==> config.mk <==
export PLATFORM = sky130hd
export DESIGN_NAME = mcu_pld_ioport
export DESIGN_NICKNAME = d
export VERILOG_FILES = /design/src/rtl/ioport_pkg.sv /design/src/rtl/ioport_sync.sv /design/src/rtl/ioport_regs.sv /design/src/rtl/ioport_pinmux.sv /design/src/rtl/mcu_pld_ioport.sv
export SDC_FILE = /design/constraint.sdc
export NUM_CORES = 1
export LEC_CHECK = 0
export ABC_AREA = 1
export BUFFER_PORTS_ARGS = -buffer_cell sky130_fd_sc_hd__buf_4
export CAP_MARGIN = 20
export CORE_AREA = 10 10 73 75
export DETAILED_ROUTE_END_ITERATION = 16
export DIE_AREA = 0 0 83 85
export GPL_TIMING_DRIVEN = 0
export PLACE_DENSITY = 0.86
export SYNTH_ARGS = -nofsm -noshare
export SYNTH_HDL_FRONTEND = slang
export SYNTH_SLANG_ARGS = --single-unit
==> constraint.sdc <==
create_clock -name clk -period 0.9 [get_ports clk]
set_input_delay 0.18 -clock clk [delete_from_list [all_inputs] [get_ports clk]]
set_output_delay 0.18 -clock clk [all_outputs]
set_load 0.03 [all_outputs]
==> src/rtl/ioport_pkg.sv <==
package ioport_pkg;

  localparam int unsigned OFS_W = 2;

  typedef enum logic [OFS_W-1:0] {
    OFS_PINS  = 2'd0,
    OFS_DOUT  = 2'd1,
    OFS_DIR   = 2'd2,
    OFS_OWNER = 2'd3
  } ioport_ofs_e;

  // value placed on one pin: owner 1 selects the logic array
  function automatic logic pick_drive(input logic owner_pla,
                                      input logic pla_val,
                                      input logic mcu_val);
    return owner_pla ? pla_val : mcu_val;
  endfunction

  // enable of one pin: register direction or array term
  function automatic logic merge_oe(input logic dir_bit,
                                    input logic pla_term);
    return dir_bit | pla_term;
  endfunction

endpackage

==> src/rtl/ioport_sync.sv <==
module ioport_sync #(
  parameter int unsigned WIDTH  = 8,
  parameter int unsigned STAGES = 2
) (
  input  logic             clk,
  input  logic             rst_n,
  input  logic [WIDTH-1:0] async_in,
  output logic [WIDTH-1:0] sync_out
);

  logic [WIDTH-1:0] stage_q [STAGES];

  for (genvar s = 0; s < STAGES; s++) begin : g_stage
    if (s == 0) begin : g_first
      always_ff @(posedge clk or negedge rst_n) begin
        if (!rst_n) stage_q[s] <= '0;
        else        stage_q[s] <= async_in;
      end
    end else begin : g_next
      always_ff @(posedge clk or negedge rst_n) begin
        if (!rst_n) stage_q[s] <= '0;
        else        stage_q[s] <= stage_q[s-1];
      end
    end
  end

  assign sync_out = stage_q[STAGES-1];

endmodule

==> src/rtl/ioport_regs.sv <==
module ioport_regs
  import ioport_pkg::*;
#(
  parameter int unsigned     WIDTH          = 8,
  parameter bit              HAS_OWNER_REG  = 1'b1,
  parameter logic [WIDTH-1:0] FIXED_PLA_MASK = '0
) (
  input  logic             clk,
  input  logic             rst_n,
  input  logic             wr_en,
  input  logic [OFS_W-1:0] addr,
  input  logic [WIDTH-1:0] wdata,
  input  logic [WIDTH-1:0] pins_sync,
  output logic [WIDTH-1:0] rdata,
  output logic [WIDTH-1:0] dout_q,
  output logic [WIDTH-1:0] dir_q,
  output logic [WIDTH-1:0] owner_q,
  output logic             wr_dout_evt,
  output logic             wr_dir_evt,
  output logic             wr_owner_evt
);

  ioport_ofs_e ofs;
  assign ofs = ioport_ofs_e'(addr);

  assign wr_dout_evt  = wr_en && (ofs == OFS_DOUT);
  assign wr_dir_evt   = wr_en && (ofs == OFS_DIR);
  assign wr_owner_evt = wr_en && (ofs == OFS_OWNER) && HAS_OWNER_REG;

  always_ff @(posedge clk or negedge rst_n) begin
    if (!rst_n)           dout_q <= '0;
    else if (wr_dout_evt) dout_q <= wdata;
  end

  always_ff @(posedge clk or negedge rst_n) begin
    if (!rst_n)          dir_q <= '0;
    else if (wr_dir_evt) dir_q <= wdata;
  end

  if (HAS_OWNER_REG) begin : g_owner_reg
    always_ff @(posedge clk or negedge rst_n) begin
      if (!rst_n)            owner_q <= '0;
      else if (wr_owner_evt) owner_q <= wdata;
    end
  end else begin : g_owner_fixed
    assign owner_q = FIXED_PLA_MASK;
  end

  always_comb begin
    unique case (ofs)
      OFS_PINS:  rdata = pins_sync;
      OFS_DOUT:  rdata = dout_q;
      OFS_DIR:   rdata = dir_q;
      OFS_OWNER: rdata = owner_q;
      default:   rdata = '0;
    endcase
  end

endmodule

==> src/rtl/ioport_pinmux.sv <==
module ioport_pinmux
  import ioport_pkg::*;
#(
  parameter int unsigned WIDTH = 8
) (
  input  logic [WIDTH-1:0] owner,
  input  logic [WIDTH-1:0] dir,
  input  logic [WIDTH-1:0] dout,
  input  logic [WIDTH-1:0] pla_out,
  input  logic [WIDTH-1:0] pla_oe,
  output logic [WIDTH-1:0] pin_out,
  output logic [WIDTH-1:0] pin_oe
);

  for (genvar i = 0; i < WIDTH; i++) begin : g_bit
    assign pin_out[i] = pick_drive(owner[i], pla_out[i], dout[i]);
    assign pin_oe[i]  = merge_oe(dir[i], pla_oe[i]);
  end

endmodule

==> src/rtl/mcu_pld_ioport.sv <==
module mcu_pld_ioport
  import ioport_pkg::*;
#(
  parameter int unsigned      WIDTH          = 8,
  parameter int unsigned      SYNC_STAGES    = 2,
  parameter bit               HAS_OWNER_REG  = 1'b1,
  parameter logic [WIDTH-1:0] FIXED_PLA_MASK = '0
) (
  input  logic             clk,
  input  logic             rst_n,
  input  logic             reg_wr,
  input  logic [1:0]       reg_addr,
  input  logic [WIDTH-1:0] reg_wdata,
  output logic [WIDTH-1:0] reg_rdata,
  input  logic [WIDTH-1:0] pin_in,
  output logic [WIDTH-1:0] pin_out,
  output logic [WIDTH-1:0] pin_oe,
  input  logic [WIDTH-1:0] pla_out,
  input  logic [WIDTH-1:0] pla_oe,
  output logic [WIDTH-1:0] pla_in
);

  // internal events and state, named for the checker
  logic [WIDTH-1:0] pins_sync;
  logic [WIDTH-1:0] dout_q;
  logic [WIDTH-1:0] dir_q;
  logic [WIDTH-1:0] owner_q;
  logic             wr_dout_evt;
  logic             wr_dir_evt;
  logic             wr_owner_evt;

  ioport_sync #(
    .WIDTH  (WIDTH),
    .STAGES (SYNC_STAGES)
  ) u_sync (
    .clk      (clk),
    .rst_n    (rst_n),
    .async_in (pin_in),
    .sync_out (pins_sync)
  );

  ioport_regs #(
    .WIDTH          (WIDTH),
    .HAS_OWNER_REG  (HAS_OWNER_REG),
    .FIXED_PLA_MASK (FIXED_PLA_MASK)
  ) u_regs (
    .clk          (clk),
    .rst_n        (rst_n),
    .wr_en        (reg_wr),
    .addr         (reg_addr),
    .wdata        (reg_wdata),
    .pins_sync    (pins_sync),
    .rdata        (reg_rdata),
    .dout_q       (dout_q),
    .dir_q        (dir_q),
    .owner_q      (owner_q),
    .wr_dout_evt  (wr_dout_evt),
    .wr_dir_evt   (wr_dir_evt),
    .wr_owner_evt (wr_owner_evt)
  );

  ioport_pinmux #(
    .WIDTH (WIDTH)
  ) u_pinmux (
    .owner   (owner_q),
    .dir     (dir_q),
    .dout    (dout_q),
    .pla_out (pla_out),
    .pla_oe  (pla_oe),
    .pin_out (pin_out),
    .pin_oe  (pin_oe)
  );

  // the array always sees the raw pin levels
  assign pla_in = pin_in;

endmodule

==> flow_summary.yaml <==
drt:
  routed_via_density: 5.136
  num_vias: 1705
  drt-total-wl_um: 5443
  wl_per_cell_um: 16.39
  antenna_left: 0
  drt_iter0_markers: 127
  drt_pass1_iterations: 4
  drc_errors: 0
grt:
  grt_usage: 0.1522
  grt_pass1_wl_um: 8873
  grt_max_degree: 41
  grt_overflow: 0
  antenna_found_initial: 0
  grt_pass1_vias: 1805
pwr:
  p_leak_nw: 1.414
  totalPowerFinal_mw: 5.487
  powerDensity_nw_per_um2: 1873
  irDropWorstVdd_mv: 1.397
clocking:
  insertion_delay_ps: 290
  clock_sinks: 40
  numCtsBuffers: 5
  clockRootBuffer: "clkbuf_8"
  cts_tree: "built"
  clkTransAtPathRegs_ps: 80
  cts_buffer_depth: 2
  cts_htree_levels: 2
placed_design:
  portBuffers: 68
  pre_cts_ws_ps: -334.1
  place.gp.congestion: 0.8256
  dpl.cell_count: 307
  place_hpwl_um: 3761
layout:
  multi_input_area_um2: 769.5
  diodes: 0
  fillers: 271
  area.growth.synth_to_final_pct: 56.07
  nets: 318
  final_cells: 332
  layout-drive-gt1-share: 0.5532
  seq_area_um2: 1003
min_path:
  hold_path_class: "in2reg"
  hold_start: "reg_wdata[2]"
  min_path_cells: 3
critical_path:
  cp-end-kind: "output pin"
  worstPathRequired_ps: 720
  worstSetupStartpoint: "u_regs.dout_q[0]"
  reg2reg_from: "u_regs.dout_q[6]"
  critPathKind: "reg2out"
  cpPeakStageDelay_ps: 410
  path_cells: "nand3_1 -> nand4_1 -> buf_6"
  cp_slowest_cell: "dfrtp_1"
  crit_fanout: 3
  critical_path_arrival_ps: 1150
  critPathLaunchType: "flop"
  ff2ff_path_depth: 4
floorplan:
  fp.dieW_um: 83
  ios: 69
  start_util: 0.4795
  dieArea_um2: 7055
  coreArea_um2: 3914
  rows: 23
  dieHeight_um: 85
synthesis:
  syn_avg_cell_area_um2: 9.930
  syn_nets: 226
  synthCells: 189
  synth.ff_latch_count: 40
  syn_area_um2: 1877
  netlist_top_cells_count: "40 x dfrtp_1, 38 x nand2_1, 24 x nand3_1, 24 x o21ai_2, 16 x inv_1"
  ys_warn_count: 0
  synth_area_leaders: "dfrtp_1 53%, o21ai_2 11%, nand2_1 7.6%"
  synth_top_area_frac: 0.5333
  async_flop_share: 1.000
  yosysMostFrequentCell: "dfrtp_1"
  synth_cell_type_count: 14
  ys.flop_type: "dfrtp_1"
  synth_top_area_cell: "dfrtp_1"
  ys_seq_area_frac: 0.5333
  synth-edff-count: 0
timing:
  fin_crit_ps: 1327
  clock-skew-final_ps: 0.7780
  slew_violations: 0
  setup_viol: 25
  rsz0062_at_grt: "true"
  fin_ws_ps: -426.7
  fmax_ghz: 0.7538
  setup_tns_ps: -8291
  hold_viol: 0
  max_slew_margin: 0.6744
  finalCritPeriodShare: 1.474
  tightest_slew_ps: 488.5
status:
  status: "finished with violations"
  violations: "negative setup slack"
flow_run:
  cap_violations: 0
[routing by layer]
| metal | GRT usage | vias to the layer above | part of all wire |
|---|---|---|---|
| met2 | 0.2584 | 67 | 0.53 |
| met5 | 0 | - | 0 |
| met3 | 0.06405 | 6 | 0.072 |
| met1 | 0.1730 | 828 | 0.39 |
| met4 | 0.03715 | 0 | 0.0085 |
| li1 | - | 804 | - |
[area by class of cell]
class                      instances  share of cell area
buffer                            15             0.05596
clock buffer                       5             0.02349
clock inverter                     3             0.01452
inverter                          18             0.02307
multi-input combinational        116              0.2627
sequential                        40              0.3426
tap                               50             0.02136
timing repair buffer              85              0.2563
[cells in the final DEF, fill, tap and decap left out]
master         netlist  final
nand3_1             24     18
buf_4               12     60
inv_1               16     15
bufinv_16            0      1
dlygate4sd3_1        0      9
nand2_2              2      2
clkinv_2             0      1
clkinvlp_4           0      1
nand3_2              0      6
o21ai_2             24     32
nor2_4               0      1
buf_12               0      2
nand3_4              3      3
dfrtp_1             40     38
buf_8                0      2
nand4_1              8      8
buf_6                3     27
or2_4                0      8
dfrtp_2              0      2
clkbuf_8             0      5
inv_2                2      3
nand2_1             38     38
[final timing paths]
check	endpoint	slack [ps]
setup / recovery	reg_rdata[0]	-430
hold / removal	u_regs.owner_q[2]	190
setup reg to reg	u_regs.dout_q[6]	0
hold reg to reg	u_sync.sync_out[7]	350
max in group asynchronous	u_regs.owner_q[4]	150
min in group asynchronous	u_regs.dout_q[0]	390
[worst max-delay path: cells and delay by family (launching register included)]
| family | cells | cell delay, ps |
|---|---|---|
| buffers and inverters | 1 | 180 |
| DFF | 1 | 410 |
| and+or+nand+nor | 2 | 260 |
[registers in the layout (all words and copies together) (netlist names)]
signal and cells:
u_regs.owner_q 8, u_sync.sync_out 8, u_sync.stage_q 8, u_regs.dir_q 8, u_regs.dout_q 8
[per-stage QoR]
| stage | hold slack [ps] | utilization | instance area (um^2) |
|---|---|---|---|
| 5_1_grt | 195.6 | 0.7484 | 2929 |
| 3_5_place_dp | 179.7 | 0.6515 | 2550 |
| 4_1_cts | 192.3 | 0.7318 | 2864 |
| 3_3_place_gp | 176.7 | 0.6515 | 2550 |
| 6_report | 194.3 | 0.7484 | 2929 |
| 2_1_floorplan | -115.6 | - | 1977 |
[what timing repair did]
item                                    in CTS  in global routing
endpoints found under the setup margin      24                 24
pin swaps                                   24                  9
hold endpoints to repair                    48                  0
resized for setup                           24                  8
buffers inserted                             3                  5
hold buffers                                 9                  0
[report_power, final]
part | switching, mW | internal (mW)
clock | 0.633 | 0.820
combinational | 0.961 | 0.868
sequential | 0.200 | 2.01
total | 1.79 | 3.69
[logic make-up after synthesis]
group / count (synthesis) / share of synthesized area
and+or+nand+nor: 84 / 0.2313
buffers and inverters: 33 / 0.1020
DFF: 40 / 0.5333
AOI/OAI and AO/OA: 32 / 0.1333
No activity file was read; power rests on OpenSTA's default activity.
